<file path="config.mk">
export PLATFORM = sky130hd
export DESIGN_NAME = mulc_top
export DESIGN_NICKNAME = d
export VERILOG_FILES = /design/src/rtl/mulc_pkg.sv /design/src/rtl/mulc_cmp4.sv /design/src/rtl/mulc_ppgen.sv /design/src/rtl/mulc_reduce.sv /design/src/rtl/mulc_top.sv
export SDC_FILE = /design/constraint.sdc
export NUM_CORES = 1
export LEC_CHECK = 0
export ABC_AREA = 1
export BUFFER_PORTS_ARGS = -buffer_cell sky130_fd_sc_hd__buf_2
export CORE_AREA = 2 2 39 41
export CTS_BUF_LIST = sky130_fd_sc_hd__clkbuf_4 sky130_fd_sc_hd__clkbuf_8
export CTS_CLUSTER_DIAMETER = 120
export DETAILED_ROUTE_END_ITERATION = 12
export DIE_AREA = 0 0 41 43
export HOLD_SLACK_MARGIN = 0.15
export PLACE_DENSITY = 0.7
export SLEW_MARGIN = 30
export SYNTH_ARGS = -nofsm -noshare
export SYNTH_HDL_FRONTEND = slang
export SYNTH_SLANG_ARGS = --single-unit
</file>
<file path="constraint.sdc">
create_clock -name clk -period 3 [get_ports clk]
set_clock_uncertainty 0.05 [all_clocks]
set_input_delay 0 -clock clk [delete_from_list [all_inputs] [get_ports clk]]
set_output_delay 0 -clock clk [all_outputs]
set_load 0.02 [all_outputs]
</file>
<file path="src/rtl/mulc_pkg.sv">
package mulc_pkg;

    localparam int unsigned OPW   = 4;
    localparam int unsigned PRODW = 2 * OPW;
    localparam int unsigned NCOL  = PRODW;
    localparam int unsigned CMPW  = 4;

    typedef logic [OPW-1:0]   opnd_t;
    typedef logic [PRODW-1:0] prod_t;
    typedef prod_t [OPW-1:0]  pp_arr_t;

    typedef struct packed {
        logic s;
        logic c;
    } ha_t;

    typedef struct packed {
        logic sum;
        logic w2;
        logic w4;
    } cmp_out_t;

    function automatic ha_t half_add(input logic x, input logic y);
        ha_t r;
        r.s = x ^ y;
        r.c = x & y;
        return r;
    endfunction

    function automatic logic [CMPW-1:0] col_bits(input pp_arr_t pp, input int unsigned col);
        logic [CMPW-1:0] v;
        v = '0;
        for (int i = 0; i < OPW; i++) begin
            v[i] = pp[i][col];
        end
        return v;
    endfunction

endpackage

</file>
<file path="src/rtl/mulc_cmp4.sv">
module mulc_cmp4
    import mulc_pkg::*;
(
    input  logic [CMPW-1:0] bits_i,
    output cmp_out_t        res_o
);

    ha_t lo_h;
    ha_t hi_h;
    ha_t mid_h;
    ha_t cy_h;

    always_comb begin
        lo_h  = half_add(bits_i[0], bits_i[1]);
        hi_h  = half_add(bits_i[2], bits_i[3]);
        mid_h = half_add(lo_h.s, hi_h.s);
        // pair carries and the middle carry: mid_h.c excludes lo_h.c/hi_h.c
        cy_h  = half_add(lo_h.c, hi_h.c);
        res_o.sum = mid_h.s;
        res_o.w2  = cy_h.s | mid_h.c;
        res_o.w4  = cy_h.c;
    end

endmodule

</file>
<file path="src/rtl/mulc_ppgen.sv">
module mulc_ppgen
    import mulc_pkg::*;
(
    input  opnd_t   mplier_i,
    input  opnd_t   mcand_i,
    output pp_arr_t pp_o
);

    always_comb begin
        for (int i = 0; i < OPW; i++) begin
            pp_o[i] = '0;
            if (mplier_i[i]) begin
                pp_o[i][i +: OPW] = mcand_i;
            end
        end
    end

endmodule

</file>
<file path="src/rtl/mulc_reduce.sv">
module mulc_reduce
    import mulc_pkg::*;
(
    input  pp_arr_t pp_i,
    output prod_t   sum_o
);

    cmp_out_t [NCOL-1:0] st1_w;
    cmp_out_t [NCOL-1:0] st2_w;
    cmp_out_t [NCOL-1:0] st3_w;
    logic     [NCOL:0]   rip_w;
    logic                dropped_unused;

    assign rip_w[0] = 1'b0;

    for (genvar k = 0; k < NCOL; k++) begin : g_col
        logic [CMPW-1:0] in1;
        logic [CMPW-1:0] in2;
        logic [CMPW-1:0] in3;
        logic            up2;
        logic            up4;
        logic            prv2;

        assign in1 = col_bits(pp_i, k);

        if (k >= 1) begin : g_from1
            assign up2  = st1_w[k-1].w2;
            assign prv2 = st2_w[k-1].w2;
        end else begin : g_from1_none
            assign up2  = 1'b0;
            assign prv2 = 1'b0;
        end

        if (k >= 2) begin : g_from2
            assign up4 = st1_w[k-2].w4;
        end else begin : g_from2_none
            assign up4 = 1'b0;
        end

        assign in2 = {1'b0, up4, up2, st1_w[k].sum};
        assign in3 = {1'b0, rip_w[k], prv2, st2_w[k].sum};

        mulc_cmp4 u_lay1 (.bits_i(in1), .res_o(st1_w[k]));
        mulc_cmp4 u_lay2 (.bits_i(in2), .res_o(st2_w[k]));
        mulc_cmp4 u_lay3 (.bits_i(in3), .res_o(st3_w[k]));

        assign rip_w[k+1] = st3_w[k].w2;
        assign sum_o[k]   = st3_w[k].sum;
    end

    // carries that cannot be set for an in-range product
    always_comb begin
        dropped_unused = rip_w[NCOL] | st2_w[NCOL-1].w2 | st1_w[NCOL-1].w2
                       | st1_w[NCOL-1].w4 | st1_w[NCOL-2].w4;
        for (int k = 0; k < NCOL; k++) begin
            dropped_unused = dropped_unused | st2_w[k].w4 | st3_w[k].w4;
        end
    end

endmodule

</file>
<file path="src/rtl/mulc_top.sv">
module mulc_top
    import mulc_pkg::*;
#(
    parameter bit REG_OUT = 1'b1
) (
    input  logic             clk,
    input  logic             rst,
    input  logic [OPW-1:0]   mplier_i,
    input  logic [OPW-1:0]   mcand_i,
    output logic [PRODW-1:0] prod_o
);

    pp_arr_t pp_w;
    prod_t   comb_prod;

    mulc_ppgen u_ppg (
        .mplier_i (mplier_i),
        .mcand_i  (mcand_i),
        .pp_o     (pp_w)
    );

    mulc_reduce u_red (
        .pp_i  (pp_w),
        .sum_o (comb_prod)
    );

    if (REG_OUT) begin : g_reg
        prod_t prod_q;
        always_ff @(posedge clk) begin
            if (rst) begin
                prod_q <= '0;
            end else begin
                prod_q <= comb_prod;
            end
        end
        assign prod_o = prod_q;
    end else begin : g_comb
        assign prod_o = comb_prod;
    end

endmodule

</file>
# ---- Yosys cells after proc, flatten, opt, wreduce, memory -nomap -nowiden
# Cells that the tools add are included.
dict set report totals {
  ff_bits 8
  elab_cells 62
}
dict set report op_classes {
  n_mux 4
  n_bitwise 55
  reduce_logical 1
}
# op count
set op_table {}
lappend op_table {{1-bit bitwise XOR} 24}
lappend op_table {{1-bit bitwise AND} 23}
lappend op_table {{4-bit two-way mux} 4}
lappend op_table {{1-bit bitwise OR} 7}
lappend op_table {{2-bit OR reduction} 1}
lappend op_table {{1-bit inverter} 1}

# ---- Longest topological paths before layout
dict set report depth {
  word_depth 13
  depth_mapped 12
  depth_no_buf 12
}

# ---- Modules after synthesis
# Synthesis repeated with hierarchy kept, for this count alone.
dict set report hier_totals {
  hier_cells 243
  area_unflattened_um2 1950.6
}
# module n_inst cells_per_inst area_each_um2 seq_area_each_um2
set by_module_without_submodules {}
lappend by_module_without_submodules {mulc_cmp4 24 7 61.3 0.0}
lappend by_module_without_submodules {mulc_ppgen 1 49 244.0 0.0}
lappend by_module_without_submodules {mulc_top 1 25 231.5 160.2}
lappend by_module_without_submodules {mulc_reduce 1 1 3.8 0.0}

# ---- Least setup slack after synthesis
# OpenSTA, ideal clock, no wires.
dict set report synth_path {
  kind {input-to-reg}
  startpoint {input port mplier_i[0]}
  endpoint {register g_reg.prod_q[7] (netlist: prod_o[7])}
  setup_time_ns 0.114
  arrival_ns 2.474
  required_ns 2.836
  slack_ns 0.362
  cell_stages 11
  path_buffers 0
  path_cell_list {nand2_1 -> inv_1 -> ha_1 -> ha_1 -> or2_2 -> ha_1 -> fa_1 -> fa_1 -> fa_1 -> nor2_1 -> nor2_2}
}
dict set report synth_via {
  elab_chain_len 13
  elab_cells_between_ends 36
}
# element line_no
set synth_lines {}
lappend synth_lines {{start: declaration} mulc_top.sv:8} ;# input logic [OPW-1:0] mplier_i,
lappend synth_lines {{4-bit two-way mux (*)} mulc_ppgen.sv:12} ;# if (mplier_i[i]) begin
lappend synth_lines {{1-bit bitwise AND / 1-bit bitwise XOR (equally long branches)} {mulc_pkg.sv:26, mulc_pkg.sv:25}}
lappend synth_lines {{1-bit bitwise XOR / 1-bit bitwise AND (equally long branches)} {mulc_pkg.sv:25, mulc_pkg.sv:26}}
lappend synth_lines {{1-bit bitwise OR} mulc_cmp4.sv:20} ;# res_o.w2 = cy_h.s | mid_h.c;
lappend synth_lines {{1-bit bitwise XOR / 1-bit bitwise AND (equally long branches) (2 in a row)} {mulc_pkg.sv:25, mulc_pkg.sv:26}}
lappend synth_lines {{1-bit bitwise AND} mulc_pkg.sv:26} ;# r.c = x & y;
lappend synth_lines {{1-bit bitwise OR} mulc_cmp4.sv:20}
lappend synth_lines {{1-bit bitwise AND} mulc_pkg.sv:26}
lappend synth_lines {{1-bit bitwise OR} mulc_cmp4.sv:20}
lappend synth_lines {{1-bit bitwise AND} mulc_pkg.sv:26}
lappend synth_lines {{1-bit bitwise OR (*)} mulc_cmp4.sv:20}
lappend synth_lines {{1-bit bitwise XOR (*)} mulc_pkg.sv:25} ;# r.s = x ^ y;
lappend synth_lines {{end signal: assignment} mulc_top.sv:33} ;# prod_q <= comb_prod;
lappend synth_lines {{end: declaration} mulc_top.sv:28} ;# prod_t prod_q;
# Every way passes the cells marked *; elsewhere a longest branch is shown, timed or not.
# A chain may end at the register's enable or synchronous reset.

# ---- Final worst setup path
# Ends and elaborated chain as after synthesis.

==> results.md <==
* Status: finished clean
* Global-route wire length before repair at 1.64 mm
* Netlist cell types at 11
* Initial DRC count at 3
* CP Cell Sequence: buf_2 > nand2_1 > inv_1 > ha_1 > ha_1 > or2_2 > ha_1 > fa_1 > fa_1 > fa_1 > nor2_1 > nor2_2
* Most Used Layer, Global Route: met1
* Main area contributors after synthesis: dfxtp_1 25%, ha_1 22%, fa_1 19%
* Num ports at 18
* DRT Pass-1 Iters at 2
* Fill count at between 100 and 150
* Hold path startpoint: mcand_i[0]
* Initial antenna violation count at 0
* Synthesis-to-layout area growth at 24.9%
* Hold buffers post-CTS at 4
* Startpoint types: input port
* Fin. max-slew vios at 0
* Worst path max stage delay at 0.46 ns
* Total clock sinks at 8
* DRC at 0
* Initial Util at roughly 45%
* Routed vias at a little under 500
* Minimum clock period at around 2.6 ns
* Data arrival, critical path at 2.70 ns
* Synth Warn # at 0
* Total CTS buffers at 3
* Slew Limit Headroom at 89.6%
* Postcts setup bufs at 0
* VDD IR max at 0.136 mV
* Crit. End Element: flip-flop
* Die height at 43 µm
* Setup tns final at 0 ns
* Global-route met1 utilization at 20.0%
* GR Overflow Total at 0
* Vias per cell at 4.22
* Worst setup startpoint: mplier_i[0]
* Mapped Cells at 77
* Syn Area/Cell at 8.16 µm²
* Rows at 14
* Max-cap violations at 0
* Chip width at around 41 µm
* Syn nets at 104
* Pre-CTS WS at 0.103 ns
* Met2 Track Usage GR at between 15 and 20%
* Fin crit share at 87.1%
* Post-CTS sizing at 0
* Worst hold slack at 0.160 ns
* Leak at 0.000523 µW
* H-tree depth at 1
* Worst-margin pin slew at about 0.16 ns
* Routability congestion estimate at 0.728
* Most frequent cells in the layout: 22 x inv_1, 17 x nand2_1, 17 x buf_2
* Die ar. at 1760 µm²
* Final worst slack at 0.387 ns
* Pin count of the biggest net entering global routing at 9
* Met3 usage at 3.14%
* Root cell of the clock tree: clkbuf_4
* Total GRT Usage at roughly 14%
* Final Hold Viols at 0
* Cell area after placement at just over 700 µm²
* Worst path slowest cell: fa_1
* Crit path required time at ~3.1 ns
* Crit path max fanout at 4
* Fmax at 383 MHz
* Clk slew on worst S/H paths at 0.05 ns
* N_diodes at 0
* Final Instance Area at 785 µm²
* CTS tree: done
* Dpl hpwl at 838 µm
* Core Footprint at between 1000 and 1500 µm²
* Unrepaired setup endpoints after global routing: false
* Vias in the first global route at between 400 and 500
* Share of cells above drive strength 1 at between 20% and 30%
* Area leader, netlist: dfxtp_1
* Max reg flops at 8
* Nets at 129
* HP Class: input port to flip-flop
* Synth top area share at 25.5%
* Wire per inst at 7.98 µm
* Mapped Area at about 630 µm²
* Most common cell after layout, fill and taps aside: inv_1
* Power Dens Cells at 388 nW/µm²
* Synth Register Bits at 8
* DRT antenna net count at 0
* PortBufs at 17
* WS Path Type: input port to flip-flop
* Register area share after synthesis at 25.5%
* Bufs on Longest Clock Path at 2
* Setup-failing EPs final at 0
* Total Routed Length at 926 µm
## critical path, delay by kind of cell
kind                     cells  cell delay (ns)
buffers and inverters        2             0.16
adder cells (fa/ha/maj)      6             2.00
AND/OR/NAND/NOR              4             0.54
## layer usage
layer | vias to the layer above | share of wire, %
met4 | 0 | 1.8
met1 | 208 | 47
met5 | - | 0
met2 | 15 | 45
met3 | 2 | 6.7
li1 | 265 | -
## Yosys cell counts, drive strengths merged
cell and number:
nand2 18, buf 1, dfxtp 8, inv 23, ha 11, nor2 9
fa 6, or2 1
## cell families after synthesis
family / count (synthesis) / synth area share [%]
buffers and inverters: 24 / 15.5
adders and majority gates: 17 / 41.0
DFF: 8 / 25.5
and+or+nand+nor: 28 / 17.9
## where the power goes
group          leakage (µW)  internal (µW)  switching [µW]  total (µW)
logic              0.000443           43.6            61.8         105
clock network     0.0000138           45.5            32.1        77.6
registers         0.0000661            119            2.13         121
## path summary, 6_finish.rpt
kind  slack (ns)  depth (start not counted)              endpoint
min         0.16                          6  prod_o[1]$_SDFF_PP0_
max         0.39                         12  prod_o[7]$_SDFF_PP0_
## layout make-up
class	count	area [µm²]	share of cell area, %
Multi-Input combinational cell	45	370	47.2
Sequential cell	8	160	20.4
Timing Repair Buffer	21	125	15.9
Inverter	23	86.3	11.0
Clock buffer	3	22.5	2.87
Tap cell	16	20.0	2.55
## per-stage QoR
stage | total power [µW] | cells | util, %
2_1_floorplan | 195 | 77 | -
3_3_place_gp | 223 | 109 | 52.2
3_5_place_dp | 227 | 109 | 52.2
4_1_cts | 310 | 116 | 56.7
5_1_grt | 332 | 116 | 56.7
6_report | 304 | 116 | 56.7
No activity file was read; power rests on OpenSTA's default activity.
